===== src/rtl/nss_pkg.sv =====
package nss_pkg;

  localparam int STEP_W = 3;

  typedef enum logic [3:0] {
    OP_CALL   = 4'd0,
    OP_FCALL  = 4'd1,
    OP_RET    = 4'd2,
    OP_RETSK  = 4'd3,
    OP_RETI   = 4'd4,
    OP_PUSHRP = 4'd5,
    OP_POPRP  = 4'd6,
    OP_PUSHBS = 4'd7,
    OP_POPBS  = 4'd8
  } op_e;

  function automatic logic op_legal(input logic [3:0] code);
    return code <= 4'd8;
  endfunction

  // number of memory access cycles of a sequence
  function automatic logic [STEP_W-1:0] seq_len(input op_e op);
    case (op)
      OP_CALL, OP_FCALL, OP_RET, OP_RETSK: return 3'd4;
      OP_RETI:                             return 3'd6;
      OP_PUSHRP, OP_POPRP, OP_PUSHBS:      return 3'd2;
      default:                             return 3'd1;
    endcase
  endfunction

  function automatic logic seq_reads(input op_e op);
    case (op)
      OP_RET, OP_RETSK, OP_RETI, OP_POPRP, OP_POPBS: return 1'b1;
      default:                                       return 1'b0;
    endcase
  endfunction

  // stack slot offset (relative to SP at acceptance) for access k
  function automatic logic signed [3:0] slot_off(input op_e op, input logic [STEP_W-1:0] k);
    case (op)
      OP_CALL, OP_FCALL:
        case (k)
          3'd0:    return -4'sd4;
          3'd1:    return -4'sd1;
          3'd2:    return -4'sd2;
          default: return -4'sd3;
        endcase
      OP_RET, OP_RETSK, OP_RETI:
        case (k)
          3'd0:    return 4'sd1;
          3'd1:    return 4'sd0;
          3'd2:    return 4'sd3;
          3'd3:    return 4'sd2;
          3'd4:    return 4'sd4;
          default: return 4'sd5;
        endcase
      OP_PUSHRP, OP_PUSHBS:
        return (k == 3'd0) ? -4'sd1 : -4'sd2;
      OP_POPRP:
        return (k == 3'd0) ? 4'sd1 : 4'sd0;
      default:
        return 4'sd1;
    endcase
  endfunction

  // stack pointer adjustment committed at the end of a sequence
  function automatic logic signed [3:0] sp_delta(input op_e op);
    case (op)
      OP_CALL, OP_FCALL:               return -4'sd4;
      OP_RET, OP_RETSK:                return 4'sd4;
      OP_RETI:                         return 4'sd6;
      OP_PUSHRP, OP_PUSHBS:            return -4'sd2;
      default:                         return 4'sd2;
    endcase
  endfunction

endpackage


===== src/rtl/nss_ctrl.sv =====
module nss_ctrl
  import nss_pkg::*;
(
  input  logic              clk,
  input  logic              rst_n,
  input  logic              start,
  input  op_e               op,
  output logic              busy,
  output logic              acc,
  output logic              rd_mode,
  output logic [STEP_W-1:0] step,
  output logic              cap_vld,
  output logic [STEP_W-1:0] cap_idx,
  output logic              commit
);

  typedef enum logic [1:0] {S_IDLE, S_ACC, S_CAP} st_e;

  st_e  st;
  logic last;

  assign rd_mode = seq_reads(op);
  assign last    = (step == seq_len(op) - STEP_W'(1));
  assign acc     = (st == S_ACC);
  assign busy    = (st != S_IDLE);
  assign commit  = (acc && last && !rd_mode) || (st == S_CAP);

  always_ff @(posedge clk) begin
    if (!rst_n) begin
      st      <= S_IDLE;
      step    <= '0;
      cap_vld <= 1'b0;
      cap_idx <= '0;
    end else begin
      cap_vld <= acc && rd_mode;
      cap_idx <= step;
      case (st)
        S_IDLE: begin
          if (start) begin
            st   <= S_ACC;
            step <= '0;
          end
        end
        S_ACC: begin
          if (last) begin
            st <= rd_mode ? S_CAP : S_IDLE;
          end else begin
            step <= step + STEP_W'(1);
          end
        end
        default: st <= S_IDLE;
      endcase
    end
  end

endmodule


===== src/rtl/nss_port.sv =====
module nss_port
  import nss_pkg::*;
#(
  parameter int SP_W = 8,
  parameter int PC_W = 14
)(
  input  op_e               op,
  input  logic              acc,
  input  logic              rd_mode,
  input  logic [STEP_W-1:0] step,
  input  logic [SP_W-1:0]   sp,
  input  logic [PC_W-1:0]   pc,
  input  logic              mbe,
  input  logic [3:0]        bank,
  input  logic [7:0]        rp,
  output logic              mem_we,
  output logic              mem_re,
  output logic [SP_W-1:0]   mem_addr,
  output logic [3:0]        mem_wdata
);

  logic signed [3:0] off;

  assign off      = slot_off(op, step);
  assign mem_addr = sp + {{(SP_W-4){off[3]}}, off};
  assign mem_we   = acc && !rd_mode;
  assign mem_re   = acc && rd_mode;

  always_comb begin
    mem_wdata = 4'h0;
    case (op)
      OP_CALL, OP_FCALL:
        case (step)
          3'd0:    mem_wdata = pc[11:8];
          3'd1:    mem_wdata = pc[7:4];
          3'd2:    mem_wdata = pc[3:0];
          default: mem_wdata = {mbe, 1'b0, pc[PC_W-1], pc[PC_W-2]};
        endcase
      OP_PUSHRP: mem_wdata = (step == 3'd0) ? rp[7:4] : rp[3:0];
      OP_PUSHBS: mem_wdata = (step == 3'd0) ? bank : 4'h0;
      default:   mem_wdata = 4'h0;
    endcase
  end

endmodule


===== src/rtl/nss_restore.sv =====
module nss_restore
  import nss_pkg::*;
#(
  parameter int PC_W = 14
)(
  input  op_e               op,
  input  logic              cap_vld,
  input  logic [STEP_W-1:0] idx,
  input  logic [3:0]        d,
  input  logic [PC_W-1:0]   pc_q,
  input  logic              mbe_q,
  input  logic [3:0]        bank_q,
  input  logic [7:0]        psw_q,
  input  logic [7:0]        rp_q,
  output logic [PC_W-1:0]   pc_n,
  output logic              mbe_n,
  output logic [3:0]        bank_n,
  output logic [7:0]        psw_n,
  output logic [7:0]        rp_n
);

  logic unused_rsvd;
  assign unused_rsvd = d[2];

  always_comb begin
    pc_n   = pc_q;
    mbe_n  = mbe_q;
    bank_n = bank_q;
    psw_n  = psw_q;
    rp_n   = rp_q;
    if (cap_vld) begin
      case (op)
        OP_RET, OP_RETSK, OP_RETI:
          case (idx)
            3'd0: begin
              pc_n[PC_W-1] = d[1];
              pc_n[PC_W-2] = d[0];
              if (op != OP_RETI) mbe_n = d[3];
            end
            3'd1:    pc_n[11:8] = d;
            3'd2:    pc_n[7:4]  = d;
            3'd3:    pc_n[3:0]  = d;
            3'd4:    psw_n[7:4] = d;
            default: psw_n[3:0] = d;
          endcase
        OP_POPRP: begin
          if (idx == 3'd0) rp_n[7:4] = d;
          else             rp_n[3:0] = d;
        end
        OP_POPBS: bank_n = d;
        default: ;
      endcase
    end
  end

endmodule


===== src/rtl/nib_stack_seq.sv =====
module nib_stack_seq
  import nss_pkg::*;
#(
  parameter int SP_W = 8,
  parameter int PC_W = 14
)(
  input  logic            clk,
  input  logic            rst_n,
  input  logic            op_valid,
  output logic            op_ready,
  input  logic [3:0]      op_code,
  input  logic [PC_W-1:0] tgt_addr,
  input  logic [7:0]      rp_in,
  input  logic [SP_W-1:0] sp_in,
  input  logic [PC_W-1:0] pc_in,
  input  logic            mbe_in,
  input  logic [3:0]      bank_in,
  input  logic [7:0]      psw_in,
  output logic            mem_we,
  output logic            mem_re,
  output logic [SP_W-1:0] mem_addr,
  output logic [3:0]      mem_wdata,
  input  logic [3:0]      mem_rdata,
  output logic            busy,
  output logic            done,
  output logic            skip_next,
  output logic            err,
  output logic [SP_W-1:0] sp_out,
  output logic [PC_W-1:0] pc_out,
  output logic            mbe_out,
  output logic [3:0]      bank_out,
  output logic [7:0]      psw_out,
  output logic [7:0]      rp_out
);

  localparam int FAST_W = PC_W - 3;

  // working copy of the state, loaded at acceptance
  op_e             w_op;
  logic [SP_W-1:0] w_sp;
  logic [PC_W-1:0] w_pc;
  logic [PC_W-1:0] w_tgt;
  logic            w_mbe;
  logic [3:0]      w_bank;
  logic [7:0]      w_psw;
  logic [7:0]      w_rp;

  logic [PC_W-1:0] n_pc;
  logic            n_mbe;
  logic [3:0]      n_bank;
  logic [7:0]      n_psw;
  logic [7:0]      n_rp;

  logic              accept;
  logic              acc;
  logic              rd_mode;
  logic [STEP_W-1:0] step;
  logic              cap_vld;
  logic [STEP_W-1:0] cap_idx;
  logic              commit;
  logic signed [3:0] dsp;

  assign op_ready = !busy;
  assign accept   = op_valid && op_ready && op_legal(op_code);
  assign dsp      = sp_delta(w_op);

  nss_ctrl u_ctrl (
    .clk     (clk),
    .rst_n   (rst_n),
    .start   (accept),
    .op      (w_op),
    .busy    (busy),
    .acc     (acc),
    .rd_mode (rd_mode),
    .step    (step),
    .cap_vld (cap_vld),
    .cap_idx (cap_idx),
    .commit  (commit)
  );

  nss_port #(.SP_W(SP_W), .PC_W(PC_W)) u_port (
    .op        (w_op),
    .acc       (acc),
    .rd_mode   (rd_mode),
    .step      (step),
    .sp        (w_sp),
    .pc        (w_pc),
    .mbe       (w_mbe),
    .bank      (w_bank),
    .rp        (w_rp),
    .mem_we    (mem_we),
    .mem_re    (mem_re),
    .mem_addr  (mem_addr),
    .mem_wdata (mem_wdata)
  );

  nss_restore #(.PC_W(PC_W)) u_rest (
    .op      (w_op),
    .cap_vld (cap_vld),
    .idx     (cap_idx),
    .d       (mem_rdata),
    .pc_q    (w_pc),
    .mbe_q   (w_mbe),
    .bank_q  (w_bank),
    .psw_q   (w_psw),
    .rp_q    (w_rp),
    .pc_n    (n_pc),
    .mbe_n   (n_mbe),
    .bank_n  (n_bank),
    .psw_n   (n_psw),
    .rp_n    (n_rp)
  );

  always_ff @(posedge clk) begin
    if (!rst_n) begin
      w_op   <= OP_CALL;
      w_sp   <= '0;
      w_pc   <= '0;
      w_tgt  <= '0;
      w_mbe  <= 1'b0;
      w_bank <= 4'h0;
      w_psw  <= 8'h00;
      w_rp   <= 8'h00;
    end else if (accept) begin
      w_op   <= op_e'(op_code);
      w_sp   <= sp_in;
      w_pc   <= pc_in;
      w_tgt  <= tgt_addr;
      w_mbe  <= mbe_in;
      w_bank <= bank_in;
      w_psw  <= psw_in;
      w_rp   <= rp_in;
    end else if (cap_vld) begin
      w_pc   <= n_pc;
      w_mbe  <= n_mbe;
      w_bank <= n_bank;
      w_psw  <= n_psw;
      w_rp   <= n_rp;
    end
  end

  // all state leaves together at the end of a sequence
  always_ff @(posedge clk) begin
    if (!rst_n) begin
      sp_out    <= '0;
      pc_out    <= '0;
      mbe_out   <= 1'b0;
      bank_out  <= 4'h0;
      psw_out   <= 8'h00;
      rp_out    <= 8'h00;
      done      <= 1'b0;
      skip_next <= 1'b0;
      err       <= 1'b0;
    end else begin
      done      <= commit;
      skip_next <= commit && (w_op == OP_RETSK);
      err       <= op_valid && !accept;
      if (commit) begin
        sp_out <= w_sp + {{(SP_W-4){dsp[3]}}, dsp};
        case (w_op)
          OP_CALL:  pc_out <= w_tgt;
          OP_FCALL: pc_out <= {{(PC_W-FAST_W){1'b0}}, w_tgt[FAST_W-1:0]};
          default:  pc_out <= n_pc;
        endcase
        mbe_out  <= n_mbe;
        bank_out <= n_bank;
        psw_out  <= n_psw;
        rp_out   <= n_rp;
      end
    end
  end

endmodule


===== config.mk =====
export PLATFORM = sky130hd
export DESIGN_NAME = nib_stack_seq
export DESIGN_NICKNAME = d
export VERILOG_FILES = /design/src/rtl/nss_pkg.sv /design/src/rtl/nss_ctrl.sv /design/src/rtl/nss_port.sv /design/src/rtl/nss_restore.sv /design/src/rtl/nib_stack_seq.sv
export SDC_FILE = /design/constraint.sdc
export NUM_CORES = 1
export LEC_CHECK = 0
export BUFFER_PORTS_ARGS = -buffer_cell sky130_fd_sc_hd__buf_4
export CAP_MARGIN = 25
export CORE_UTILIZATION = 38
export DETAILED_ROUTE_END_ITERATION = 12
export PLACE_DENSITY = 0.69
export SLEW_MARGIN = 20
export SYNTH_ARGS = -nofsm -noshare
export SYNTH_HDL_FRONTEND = slang
export SYNTH_HIERARCHICAL = 1
export SYNTH_SLANG_ARGS = --single-unit

===== constraint.sdc =====
create_clock -name clk -period 5.62 [get_ports clk]
set_input_delay 0.281 -clock clk [delete_from_list [all_inputs] [get_ports clk]]
set_output_delay 0.281 -clock clk [all_outputs]
set_load 0.005 [all_outputs]

==> results by group <==
Outcome
  – Run status: finished clean

Routing
  – Via Count: 5,381
  – DRC viols: 0
  – First drt pass iteration count: 5
  – Final ANT Viol Nets: 0
  – Wire per inst: 16.1 um
  – Via/cell ratio: 5.16
  – Initial DRC count: 319
  – WL final: 16,800 um

Final layout
  – Area delta synth->final: 25.5%
  – Final #Nets: 894
  – Fraction of layout cells with a size suffix above 1: 26.8%
  – Area of the multi-input gates: 0.00383 mm^2
  – Layout fillers: 1,599
  – Most common cell after layout, fill and taps aside: buf_4
  – Inserted Diodes: 0
  – Register Area: 0.00232 mm^2
  – Commonest cells after routing, fill and taps aside: buf_4 (133), nand2_1 (123), dfxtp_1 (115)
  – Fin util: 48.7%

Critical path
  – Most frequent CP cell: o21ai_0
  – Critical Path Start: w_op[2]
  – Req. time, crit path: 5.34 ns
  – Max incr delay on CP: 0.79 ns
  – Maximum fanout along the worst path: 26
  – CP cell instances: or3b_1, a21oi_2, o211ai_1, o21ai_0, a211o_1, ha_1, inv_1, fa_1, nor2b_1, o21ai_0, a21boi_0, nor4_1, a311o_1, buf_4
  – Critical path class: flip-flop to output pin
  – Nature of the critical path endpoint: output pin
  – Critical path arrival: 3.92 ns
  – R2R Path Start: w_op[2]
  – CP Launch Type: flip-flop
  – Slowest-stage cell, CP: dfxtp_1
  – Setup slack, reg-to-reg: 2.49 ns

CTS
  – Post-CTS resize count: 0
  – Clock buffer depth: 2
  – H-tree Lvls: 4
  – # hold bufs at CTS: 0
  – Clock Sink Count: 116
  – CTS Root Cell: clkbuf_16
  – Reg clk slew, reported paths: 0.06 ns
  – Clk Latency, worst-skew pair: 0.42 ns
  – Setup Buffers After CTS: 0
  – CTS tree: yes
  – Cts bufs inserted: 17

STA
  – Slew Viols, Final: 0
  – Clock skew: 0.0118 ns
  – Unrepaired setup endpoints after global routing: false
  – Tmin final: 4.20 ns
  – Max frequency: 238 MHz
  – Period utilization: 74.8%
  – Final Hold Fails: 0
  – Setup tns final: 0 ns
  – Setup ws final: 1.42 ns
  – Setup Viol. Count Final: 0
  – Worst relative slew slack: 34.8%
  – Worst Max-Slew Pin Slew: 0.979 ns

Synth
  – Number of distinct library cells after synthesis: 70
  – Synth Area in XOR/XNOR: 1.23%
  – Async SR Flop Fraction: 0%
  – Synth warnings: 6
  – Compound-Gate Fraction of Synth Area: 18.5%
  – Post-Synthesis Cell Area: 0.00642 mm^2
  – Synth Area in Simple Gates: 18.7%
  – Seq/Total Area, Yosys: 36.2%
  – Syn_area_per_cell: 9.14 um^2
  – Syn Inst Count: 702
  – Multiplexer share of the synthesized area: 17.5%
  – Synthesized Nets: 786
  – Ys flop type: dfxtp_1
  – Combinational family with the most area after synthesis: simple AND/OR/NAND/NOR gates
  – EDFF count, synth: 0
  – Synth Area in Adders: 3.35%
  – Flop and latch count out of synthesis: 116

Global routing
  – Grt total ovfl: 0
  – GRT Overall Usage: 19.8%
  – Initial antenna violation count: 0
  – Vias in the first global route: 5,124
  – First-pass GRT wire length: 27,100 um
  – Pin count of the biggest net entering global routing: 101

Run
  – Max-Cap Viols: 0

Min path
  – Min-delay src: psw_in[6]
  – Hold Crit Class: input port to flip-flop

Placement
  – HPWL after DPL: 11,300 um
  – Final GP Congestion: 0.822
  – Pre-CTS WS: 1.87 ns
  – Number of I/O port buffers: 129

Floorplan
  – Initial core utilization: 38.8%
  – Die width: 132 um
  – Die height: 132 um
  – FP Rows: 47
  – Die area: 0.0174 mm^2
  – Core area: 0.0165 mm^2
  – I/O pin cnt: 130

Pwr
  – Pwr Density: 285 mW/mm^2
  – Pleak: 3.56 nW
  – Peak supply drop: 0.000237 V
## worst max-delay path: cells and delay by family (launching register included)
kind | cells | cell delay (ns)
AO/OA/AOI/OAI | 7 | 1.33
flip-flops | 1 | 0.79
AND/OR/NAND/NOR | 3 | 0.63
adder cells (fa/ha/maj) | 2 | 0.56
buffers and inverters | 2 | 0.20
## registers in the layout (all words and copies together) (netlist names), 4 cells and up
name / flops
bank_out: 4
pc_out: 14
psw_out: 8
rp_out: 8
sp_out: 8
w_bank: 4
w_op: 4
w_pc: 14
w_psw: 8
w_rp: 8
w_sp: 8
w_tgt: 14
## layer usage
metal	global-route usage (%)	part of all wire, %	vias up
met2	32.7	48	133
met3	4.54	4.3	13
li1	-	-	2728
met5	0	0	-
met4	6.01	1.2	0
met1	25.6	47	2507
## worst paths after layout
check                     end  depth (start not counted)
hold reg to reg      w_tgt[6]                          2
setup / recovery  mem_addr[6]                         14
hold / removal       w_psw[6]                          2
setup reg to reg    sp_out[7]                          7
## cell usage after synthesis (7+ instances only)
cell type  number  area [um^2]
nand2_1       123          462
dfxtp_1       116         2320
mux2i_1        67          671
o211a_1        36          360
mux2_2         35          394
nor2_1         35          131
nor2b_1        31          194
clkbuf_1       23         86.3
a21boi_1       19          143
inv_1          17         63.8
ha_1           14          175
a21oi_1        13         65.1
a311oi_1       13          114
buf_2          13         65.1
o21ai_0        11         55.1
a21boi_0        9         67.6
nor3_1          8         40.0
nand2b_1        7         43.8
## power by group
| part | switching (mW) | internal [mW] | leakage, nW |
|---|---|---|---|
| clock network | 0.391 | 0.626 | 0.263 |
| registers | 0.0412 | 0.861 | 0.945 |
| logic | 0.189 | 0.190 | 2.35 |
| total | 0.621 | 1.68 | 3.56 |
## stage by stage
| stage | std cells | power [mW] | instance area, um^2 | hold slack (ns) |
|---|---|---|---|---|
| 6_report | 1042 | 2.30 | 8050 | 0.101 |
| 5_1_grt | 1042 | 2.41 | 8050 | 0.0897 |
| 4_1_cts | 1042 | 2.32 | 8050 | 0.0834 |
| 3_5_place_dp | 1011 | 1.30 | 7500 | 0.449 |
| 3_3_place_gp | 1011 | 1.29 | 7500 | 0.446 |
| 2_1_floorplan | 702 | 1.16 | 6420 | 0.408 |
## kinds of logic after synthesis
kind of cell,count (synthesis)
DFF,116
AOI/OAI and AO/OA,146
muxes,106
buffers and inverters,63
xor gates and xnor gates,9
adders and majority gates,16
and+or+nand+nor,246
## area by class of cell
cell class                 count  area share [%]
clock buffer                  19            5.62
clock inverter                12            1.30
inverter                      19           0.886
multi-input combinational    523            47.5
sequential                   116            28.8
tap                          220            3.42
timing repair buffer         133            12.4
Power figures use the tool's default switching activity.
